==> src/rtl/rep_pkg.sv <==
package rep_pkg;
  typedef enum logic [2:0] {
    ST_IDLE,
    ST_DELAY,
    ST_HOLD,
    ST_PULSE,
    ST_SETTLE
  } rep_state_e;

  typedef enum logic {
    M_HOST = 1'b0,
    M_CARD = 1'b1
  } rep_master_e;
endpackage

==> src/rtl/rep_sync.sv <==
module rep_sync #(
  parameter int W = 2,
  parameter int STAGES = 2,
  parameter logic [W-1:0] RST_VAL = '1
) (
  input  logic         clk,
  input  logic         rst,
  input  logic [W-1:0] d,
  output logic [W-1:0] q
);
  logic [W-1:0] stg [STAGES];

  genvar g;
  generate
    for (g = 0; g < STAGES; g++) begin : g_stage
      if (g == 0) begin : g_first
        always_ff @(posedge clk) begin
          if (rst) stg[g] <= RST_VAL;
          else     stg[g] <= d;
        end
      end else begin : g_next
        always_ff @(posedge clk) begin
          if (rst) stg[g] <= RST_VAL;
          else     stg[g] <= stg[g-1];
        end
      end
    end
  endgenerate

  assign q = stg[STAGES-1];
endmodule

==> src/rtl/rep_fall.sv <==
module rep_fall #(
  parameter int W = 2
) (
  input  logic         clk,
  input  logic         rst,
  input  logic [W-1:0] lvl,
  output logic [W-1:0] fall
);
  logic [W-1:0] prev;

  always_ff @(posedge clk) begin
    if (rst) prev <= '1;
    else     prev <= lvl;
  end

  assign fall = prev & ~lvl;
endmodule

==> src/rtl/rep_timer.sv <==
module rep_timer #(
  parameter int CW = 4
) (
  input  logic          clk,
  input  logic          rst,
  input  logic          restart,
  input  logic [CW-1:0] limit,
  output logic          done
);
  logic [CW-1:0] cnt;

  assign done = (cnt == limit - 1'b1);

  always_ff @(posedge clk) begin
    if (rst || restart) cnt <= '0;
    else if (!done)     cnt <= cnt + 1'b1;
  end

  // the shared counter never runs past the window it is timing
  a_r4_cnt_bounded: assert property (@(posedge clk) disable iff (rst)
    cnt < limit);
endmodule

==> src/rtl/od_io_repeater.sv <==
module od_io_repeater
  import rep_pkg::*;
#(
  parameter int EDGE_DLY    = 20,
  parameter int PU_LEN      = 10,
  parameter int SYNC_STAGES = 2
) (
  input  logic clk,
  input  logic rst,
  input  logic card_en,
  input  logic host_line,
  input  logic card_line,
  output logic host_pd,
  output logic host_pu,
  output logic card_pd,
  output logic card_pu
);
  localparam int MAXC = (EDGE_DLY > PU_LEN) ? EDGE_DLY : PU_LEN;
  localparam int CW   = $clog2(MAXC + 1);

  logic h_s, c_s, h_fall, c_fall;
  logic t_done, t_restart;
  logic [CW-1:0] t_limit;
  rep_state_e  st, st_n;
  rep_master_e mst, mst_n;
  logic master_lvl;

  rep_sync #(.W(2), .STAGES(SYNC_STAGES), .RST_VAL(2'b11)) u_sync (
    .clk(clk), .rst(rst), .d({host_line, card_line}), .q({h_s, c_s})
  );

  rep_fall #(.W(2)) u_fall (
    .clk(clk), .rst(rst), .lvl({h_s, c_s}), .fall({h_fall, c_fall})
  );

  assign t_limit   = (st == ST_PULSE) ? CW'(PU_LEN) : CW'(EDGE_DLY);
  assign t_restart = (st_n != st);

  rep_timer #(.CW(CW)) u_timer (
    .clk(clk), .rst(rst), .restart(t_restart), .limit(t_limit), .done(t_done)
  );

  assign master_lvl = (mst == M_HOST) ? h_s : c_s;

  always_comb begin
    st_n  = st;
    mst_n = mst;
    case (st)
      ST_IDLE: begin
        if (h_fall) begin
          st_n  = ST_DELAY;
          mst_n = M_HOST;
        end else if (c_fall) begin
          st_n  = ST_DELAY;
          mst_n = M_CARD;
        end
      end
      ST_DELAY: begin
        if (master_lvl)  st_n = ST_SETTLE;
        else if (t_done) st_n = ST_HOLD;
      end
      ST_HOLD:   if (master_lvl) st_n = ST_PULSE;
      ST_PULSE:  if (t_done)     st_n = ST_SETTLE;
      ST_SETTLE: if (h_s && c_s) st_n = ST_IDLE;
      default:   st_n = ST_IDLE;
    endcase
    if (!card_en) st_n = ST_IDLE;
  end

  always_ff @(posedge clk) begin
    if (rst) begin
      st      <= ST_IDLE;
      mst     <= M_HOST;
      host_pd <= 1'b0;
      host_pu <= 1'b0;
      card_pd <= 1'b1;
      card_pu <= 1'b0;
    end else begin
      st      <= st_n;
      mst     <= mst_n;
      host_pd <= (st_n == ST_HOLD)  && (mst_n == M_CARD);
      host_pu <= (st_n == ST_PULSE) && (mst_n == M_CARD);
      card_pd <= !card_en || ((st_n == ST_HOLD) && (mst_n == M_HOST));
      card_pu <= (st_n == ST_PULSE) && (mst_n == M_HOST);
    end
  end

  // never more than one drive enabled at a time
  a_r10_one_drive: assert property (@(posedge clk) disable iff (rst)
    $onehot0({host_pd, host_pu, card_pd, card_pu}));

  // a disabled card side holds its line low and drives nothing else
  a_r9_disabled_hold: assert property (@(posedge clk) disable iff (rst)
    !card_en |=> (card_pd && !card_pu && !host_pd && !host_pu));

  // a release pulse on the card side only follows a held low
  a_r4_pu_after_pd: assert property (@(posedge clk) disable iff (rst)
    $rose(card_pu) |-> $past(card_pd));

  // holding the slave low is only reached through the edge delay
  a_r2_hold_after_delay: assert property (@(posedge clk) disable iff (rst)
    $rose(st == ST_HOLD) |-> $past(st == ST_DELAY));

  // after a transfer no new master is picked before idle
  a_r8_no_new_master: assert property (@(posedge clk) disable iff (rst)
    (st == ST_SETTLE) |=> (st == ST_SETTLE || st == ST_IDLE));

  // a simultaneous fall gives the host side mastership
  a_r6_host_wins: assert property (@(posedge clk) disable iff (rst)
    (st == ST_IDLE && h_fall && c_fall && card_en) |=> (mst == M_HOST));
endmodule

==> config.mk <==
export PLATFORM = sky130hd
export DESIGN_NAME = od_io_repeater
export DESIGN_NICKNAME = d
export VERILOG_FILES = /design/src/rtl/rep_pkg.sv /design/src/rtl/rep_sync.sv /design/src/rtl/rep_fall.sv /design/src/rtl/rep_timer.sv /design/src/rtl/od_io_repeater.sv
export SDC_FILE = /design/constraint.sdc
export NUM_CORES = 1
export LEC_CHECK = 0
export ABC_AREA = 1
export ABC_CLOCK_PERIOD_IN_PS = 1800
export BUFFER_PORTS_ARGS = -buffer_cell sky130_fd_sc_hd__clkbuf_2
export CAP_MARGIN = 25
export CORE_UTILIZATION = 40
export CTS_CLUSTER_DIAMETER = 80
export DETAILED_ROUTE_END_ITERATION = 10
export PLACE_DENSITY = 0.54
export SLEW_MARGIN = 10
export SYNTH_ARGS = -nofsm -noshare
export SYNTH_HDL_FRONTEND = slang
export SYNTH_SLANG_ARGS = --single-unit
==> constraint.sdc <==
create_clock -name clk -period 1.8 [get_ports clk]
set_input_delay 0.18 -clock clk [delete_from_list [all_inputs] [get_ports clk]]
set_output_delay 0.18 -clock clk [all_outputs]
set_load 0.005 [all_outputs]
Word level (Yosys, flattened, before mapping)
Memories as Yosys holds them, arrays and structs flattened.
Cells that the tools add are included.

storage, ports and cells
  register bits after elaboration = 15
  bits in latches = 0
  bits in writable memories = 4
  ROM bits = 0
  input bits = 5
  logic and storage cells = 52
  memories = 1

operators by class
  $add $sub $neg = 2
  $mul = 0
  div/mod/pow operators = 0
  $lt $le $gt $ge = 0
  equality and inequality tests = 8
  shift-type cells = 0
  mux-type cells = 19
  bitwise operators = 5
  reduce and logical (&&, ||, !) cells = 9

memory list
  name        depth  width  rd ports  clocked after memory_dff  wr ports  line            text
  u_sync.stg  2      2      2         0                         2         rep_sync.sv:11  logic [W-1:0] stg [STAGES];

operator list
  cell                   count
  $mux W3                8
  $pmux W3 S5            1
  $eq A3 B2 Y1 const B   4
  $mux W1                7
  $add A5 B1 Y5 const B  1
  $eq A5 B5 Y1           1
  $logic_and A1 B1 Y1    5
  $mux W5                1
  $sub A5 B1 Y5 const B  1
  $mux W2                2
  $eq A3 B1 Y1 const B   1
  $eq A3 B3 Y1 const B   1
  $logic_not A3 Y1       1
  $ne A3 B3 Y1           1
  $and A2 B2 Y2          1
  $logic_or A1 B1 Y1     2
  $not A2 Y2             1
  $or A1 B1 Y1           2
  $logic_not A1 Y1       1
  $not A1 Y1             1

Longest topological paths before layout
Gate-level depths: netlist (run 1).

  depth after elaboration = 11
  gate-level depth with buffers = 13
  depth with buffers taken out = 13

Modules after synthesis
From an unflattened synthesis (run 1), not the netlist that was laid out.

unflattened totals
  cells, all modules = 181
  area total of the unflattened synthesis = 1,181.1 µm²

modules (own cells, without submodules)
  module          instances  cells an instance  area an instance (µm²)  sequential area each (µm²)
  rep_timer       1          78                 506.7                   100.1
  od_io_repeater  1          79                 484.2                   160.2
  rep_sync        1          13                 116.4                   80.1
  rep_fall        1          11                 73.8                    40.0

Least setup slack after synthesis (run 1)
No wires, ideal clock.

  kind = flip-flop to flip-flop
  start = register st[0]
  end = register u_timer.cnt[3]
  library setup time = 0.116 ns
  data arrival time = 1.203 ns
  required time = 1.684 ns
  setup slack = 0.481 ns
  stages on the path, launching flop included = 12
  buffers on the path = 0
  cells stage by stage = dfxtp_1 > nand2_1 > nor2_2 > nand2_2 > nand3_4 > nand2_1 > nand3_2 > nand2_2 > nand2_1 > nand2_1 > nand2_2 > nor2_1

between the ends
  longest elaborated chain between the ends = 10

RTL lines
  what                    line                                        text
  start, declared         od_io_repeater.sv:24                        rep_state_e st, st_n;
  start signal, assigned  od_io_repeater.sv:79                        st <= st_n;
  $eq A3 B2 Y1            od_io_repeater.sv:36, od_io_repeater.sv:48
  $mux W5                 od_io_repeater.sv:36                        assign t_limit = (st == ST_PULSE) ? CW'(PU_LEN) : CW'(EDGE_DLY);
  $sub A5 B1 Y5           rep_timer.sv:12                             assign done = (cnt == limit - 1'b1);
  $eq A5 B5 Y1            rep_timer.sv:12
  $mux W3                 od_io_repeater.sv:60                        else if (t_done) st_n = ST_HOLD;
  $mux W3                 od_io_repeater.sv:59                        if (master_lvl) st_n = ST_SETTLE;
  $pmux W3 S5             od_io_repeater.sv:48                        case (st)
  $mux W3                 od_io_repeater.sv:67                        if (!card_en) st_n = ST_IDLE;
  $ne A3 B3 Y1            od_io_repeater.sv:37                        assign t_restart = (st_n != st);
  $logic_or A1 B1 Y1      rep_timer.sv:15                             if (rst || restart) cnt <= '0;
  end signal, assigned    rep_timer.sv:16                             else if (!done) cnt <= cnt + 1'b1;
  end, declared           rep_timer.sv:10                             logic [CW-1:0] cnt;

Parallel ways exist; a longest one is shown, timed or not.
A chain may end at the register's enable or synchronous reset.

Worst setup path in the final report (run 1)
  start = register st[1]
  end = register u_timer.cnt[2]

Same word-level chain as after synthesis.

==> results of run 1 <==
[final timing paths]
path         slack (ps)               end              from  cells past startpoint
max                 260    u_timer.cnt[2]             st[1]                     12
min                  50  u_sync.stg[0][0]         card_line                      2
max reg2reg         260    u_timer.cnt[2]             st[1]                     12
min reg2reg         430  u_sync.stg[1][0]  u_sync.stg[0][0]                      1
[report_power, final]
| group | switching [mW] | total (mW) | leakage (nW) | internal (mW) |
|---|---|---|---|---|
| registers | 0.0112 | 0.447 | 0.155 | 0.436 |
| clock network | 0.130 | 0.212 | 0.0177 | 0.0827 |
| logic | 0.0515 | 0.0843 | 0.299 | 0.0329 |
[cells in the final DEF, fill, tap and decap left out, drive strengths merged]
master and instances:
a21oi 1, buf 1, clkbuf 11, clkinv 1
dfxtp 19, ha 1, inv 16, nand2 35
nand3 13, nand4 3, nor2 21, nor3 2
nor4 1, o21a 1, o21ai 3, or2 5
xor2 2
[critical path, cell delays in order (launching register included)]
cell and delay (ps):
dfxtp_1 460, nand2_1 100, nor2_2 150, nand2_2 100
nand3_4 100, nand2_4 60, nand2_4 70, nand2_4 60
nand2_1 60, nand2_1 60, nor2_2 80, nand2_2 80
nor2_1 90
[flip-flops by register name, summed over array words and instances (netlist names)]
| signal | flops |
|---|---|
| u_fall.prev | 2 |
| card_pd | 1 |
| card_pu | 1 |
| u_sync.stg | 4 |
| mst | 1 |
| st | 3 |
| host_pu | 1 |
| u_timer.cnt | 5 |
| host_pd | 1 |
[routing by layer]
layer / global-route usage / vias to the layer above / wire (µm)
li1: - / 415 / -
met1: 0.234 / 333 / 963
met2: 0.214 / 9 / 630
met3: 0.0370 / 2 / 40
met4: 0.0429 / 0 / 10
met5: 0 / - / 0
[metrics by stage]
step | instances | total power, mW | util
after floorplan | 124 | 0.519 | -
after global placement | 159 | 0.541 | 0.477
after detailed placement | 159 | 0.540 | 0.477
after CTS | 163 | 0.751 | 0.490
after global routing | 163 | 0.787 | 0.490
final | 163 | 0.743 | 0.490
[logic make-up (layout without fill, tap and decap cells)]
group	Yosys count	count (layout)	synth area share
and+or+nand+nor	80	80	0.432
AOI/OAI and AO/OA	5	5	0.0302
adders and majority gates	1	1	0.0137
buffers and inverters	17	29	0.0878
DFF	19	19	0.417
xor gates and xnor gates	2	2	0.0192
[final cells by class]
| cell class | instances | area [µm²] | share of cell area |
|---|---|---|---|
| clock buffer | 3 | 22.5 | 0.0225 |
| clock inverter | 1 | 5.00 | 0.00500 |
| inverter | 16 | 60.1 | 0.0600 |
| multi-input combinational | 88 | 452 | 0.451 |
| sequential | 19 | 380 | 0.380 |
| tap | 27 | 33.8 | 0.0338 |
| timing repair buffer | 9 | 47.5 | 0.0475 |
==> results.cfg, run 1 <==
[outcome]
outcome = finished clean

[sta]
rsz0062_at_grt = no
worst_slew_pin_slew_ps = 243
finalHoldViolations = 0
max_freq_mhz = 648
period_share = 0.858
relSlewSlack = 0.837
slew_viol_final = 0
period_needed_ps = 1540
setup_viol = 0
fin_ws_ps = 256
tns_ps = 0
skew_ps = 8.19
holdWs_ps = 52.1

[synthesis]
netlist_area_um2 = 912
syn_avg_cell_area_um2 = 7.36
synth_commonest_cells = 29 x nand2_1, 19 x dfxtp_1, 19 x nor2_1
synth-main-ff-cell = dfxtp_1
async_reset_ff_frac = 0
synth_top_cell_area_share = 0.417
synth_area_leaders = dfxtp_1 42%, nand2_1 12%, nor2_1 7.8%
synthCells = 124
synth_warnings = 0
yosysMostFrequentCell = nand2_1
ys_ff_latch = 19
synth.largest_area_cell = dfxtp_1
synth_edf_count = 0
ys_types = 21
mappedNetlistNets = 130
ys_seq_area_frac = 0.417

[place]
pre_cts_slack_ps = 299
io_buffers = 8
gp_congestion = 0.824
dp_hpwl_mm = 1.30
postPlaceCellArea_um2 = 973

[worst_hold_path]
hp-class = input port to flop

[global_route]
grt_overflow = 0
grt_pass1_wl_mm = 2.91
grt_pass1_vias = 698
antenna_found_initial = 0
grt_max_degree = 12
track_usage = 0.155

[finish]
fin_area_um2 = 1000
antennaDiodeCount = 0
nets = 143
drive_gt1_frac = 0.213
areaGrowthSynthToFinish_pct = 9.74
n_fill_cell = 225

[cts]
cts.sinks = 19
ctsLongestPathBuffers = 2
clk_pin_slew_ps = 110
cts_inserted_buffers = 3
cts_root_buffer = clkbuf_4
cts.repair.resized = 0
clock_latency_ps = 300
ctsHoldBuffers = 0
cts.htree.levels = 1
cts_tree = yes
post_cts_buffers = 0

[worst_setup_path]
setup.worst_path.class = flop to flop
worstPathArrival_ps = 1780
startpoint_type = flop
critPathCaptureType = flop
critPathMaxFanout = 6
worstPathRequired_ps = 2030

[route]
firstDrtPassIters = 4
dr.first_iter.drc_count = 13
wire_per_inst_um = 10.1
vias = 759
drc = 0
routed_wl_mm = 1.65
ant_nets = 0
routed_via_density = 4.66

[die]
io_pins = 9
die_w_um = 49.8
die_area_um2 = 2480
initial_core_util = 0.447
core_area_um2 = 2040
die_h_um = 49.8
rows = 16

[power]
power_density_nw_per_um2 = 743
vdd.ir_drop.worst_mv = 0.430
power.leakage_nw = 0.472

[job]
cap_violations = 0
Note: power is estimated with default switching activity, not from simulation.
==> run 2, diff against run 1 <==
CORE_UTILIZATION = 55   (was 40)
MAX_ROUTING_LAYER = met4   (was default)
PLACE_DENSITY = 0.71   (was 0.54)
==> run 2 against run 1 <==
Net effect:
- combinational power shrank 7.9%
- critical endpoint is now u_timer.cnt[3]
- clock power shrank 4%
- clock skew shrank 5.7 ps
- largest cell class unchanged
- wire length shrank 7.3%
- die area shrank 26%
- largest power group unchanged
- core utilization grew 15 points
- global-route usage grew 5.5 points
- via count grew 0.13%
- critical path depth is the same
- design area shrank 2.3%
- highest routed layer unchanged
- sequential cell count is the same
==> results.cfg, run 2 (synthesis results as in run 1) <==
[sta]
period_share = 0.851
finalHoldViolations = 0
tns_ps = 0
slew_viol_final = 0
max_freq_mhz = 653
worst_slew_pin_slew_ps = 231
holdWs_ps = 63.3
rsz0062_at_grt = no
relSlewSlack = 0.845
skew_ps = 2.49
period_needed_ps = 1530
setup_viol = 0

[route]
ant_nets = 0
drc = 0
wire_per_inst_um = 10.1
routed_wl_mm = 1.53
dr.first_iter.drc_count = 8
routed_via_density = 5.03
vias = 760
firstDrtPassIters = 4

[place]
gp_congestion = 0.851
placed_cells = 147
io_buffers = 8
dp_hpwl_mm = 1.23
postPlaceCellArea_um2 = 952

[finish]
n_fill_cell = 144
largest_reg_flops = 5
final_cells = 151
antennaDiodeCount = 0
top_regs = u_timer.cnt: 5 flops, u_sync.stg: 4 flops, st: 3 flops
final_common_cell = nand2_1
nets = 142
fin_area_um2 = 978
drive_gt1_frac = 0.200
areaGrowthSynthToFinish_pct = 7.27
max_flop_register = u_timer.cnt
most-common-layout-cells = 29 x nand2_1, 19 x nor2_1, 19 x dfxtp_1

[global_route]
grt_pass1_vias = 665
grt_overflow = 0
grt_pass1_wl_mm = 2.82
grt_max_degree = 11
antenna_found_initial = 0
track_usage = 0.210

[worst_setup_path]
critPathCaptureType = flop
rrSetupSlack_ps = 270
worstPathRequired_ps = 2030
crit_slowest_cell = dfxtp_1
crit_chain = nand2_1 > nor2_2 > nand2_2 > nand3_4 > nand2_4 > nand2_4 > nand2_4 > nand2_1 > nand2_1 > nor2_2 > nand2_2 > nor2_1
worstPathArrival_ps = 1760
crit_buf_inv = 0
critPathMaxFanout = 6
setup.worst_path.class = flop to flop
cpPeakStageDelay_ps = 440
startpoint_type = flop
path_delay_family = simple AND/OR/NAND/NOR gates

[power]
pwr-share-seq = 0.615
power.leakage_nw = 0.465
power_density_nw_per_um2 = 746
p_sw_frac = 0.244
p_comb_frac = 0.106
power_frac_clock = 0.278
p_total_uw = 730
p_switching_uw = 178
vdd.ir_drop.worst_mv = 0.571
power.internal_uw = 552

[die]
io_pins = 9
rows = 14
die_h_um = 42.7
core_area_um2 = 1520
die_area_um2 = 1830
die_w_um = 42.7
initial_core_util = 0.599

[cts]
cts.repair.resized = 0
cts_inserted_buffers = 3
clock_latency_ps = 290
post_cts_buffers = 0
clk_pin_slew_ps = 100
ctsLongestPathBuffers = 2
cts_root_buffer = clkbuf_4
cts.sinks = 19
ctsHoldBuffers = 0
cts_tree = yes
cts.htree.levels = 1

[outcome]
outcome = finished clean

[worst_hold_path]
hp-class = input port to flop

[job]
cap_violations = 0
==> run 2: worst paths after layout <==
check	start	end	cells after the start
max	st[0]	u_timer.cnt[3]	12
min	card_line	u_sync.stg[0][0]	2
max reg2reg	st[0]	u_timer.cnt[3]	12
min reg2reg	u_sync.stg[0][1]	u_sync.stg[1][1]	1
==> run 2: stage by stage <==
step                       util  worst slack, ps
after detailed placement  0.625              290
after floorplan               -              481
after global placement    0.625              297
final                     0.642              269
after global routing      0.642             18.2
after CTS                 0.642              264
==> run 2: metal layers <==
metal | vias to the layer above | routed length (µm) | GRT usage
met3 | 4 | 59 | 0.0511
met5 | - | 0 | -
met4 | 0 | 28 | 0.0750
li1 | 411 | - | -
met2 | 15 | 606 | 0.279
met1 | 330 | 829 | 0.308
==> run 2: area by class of cell <==
cell class / instances / area, µm² / area share
Inverter: 16 / 60.1 / 0.0614
Clock buffer: 4 / 26.3 / 0.0269
Sequential cell: 19 / 380 / 0.389
Multi-Input combinational cell: 88 / 452 / 0.462
Tap cell: 16 / 20.0 / 0.0205
Timing Repair Buffer: 8 / 40.0 / 0.0409
==> run 2: worst register-to-register path, cell delays in order (launching register included) <==
cell	delay (ps)
dfxtp_1	440
nand2_1	90
nor2_2	140
nand2_2	100
nand3_4	100
nand2_4	60
nand2_4	70
nand2_4	60
nand2_1	60
nand2_1	50
nor2_2	100
nand2_2	90
nor2_1	90
==> run 2: power groups by stage <==
stage	Sequential, mW	Combinational, mW	Clock [mW]
5_1_grt	0.451	0.0922	0.231
3_3_place_gp	0.458	0.0768	0
3_5_place_dp	0.458	0.0782	0
2_1_floorplan	0.455	0.0635	0
4_1_cts	0.449	0.0785	0.209
6_report	0.449	0.0776	0.203
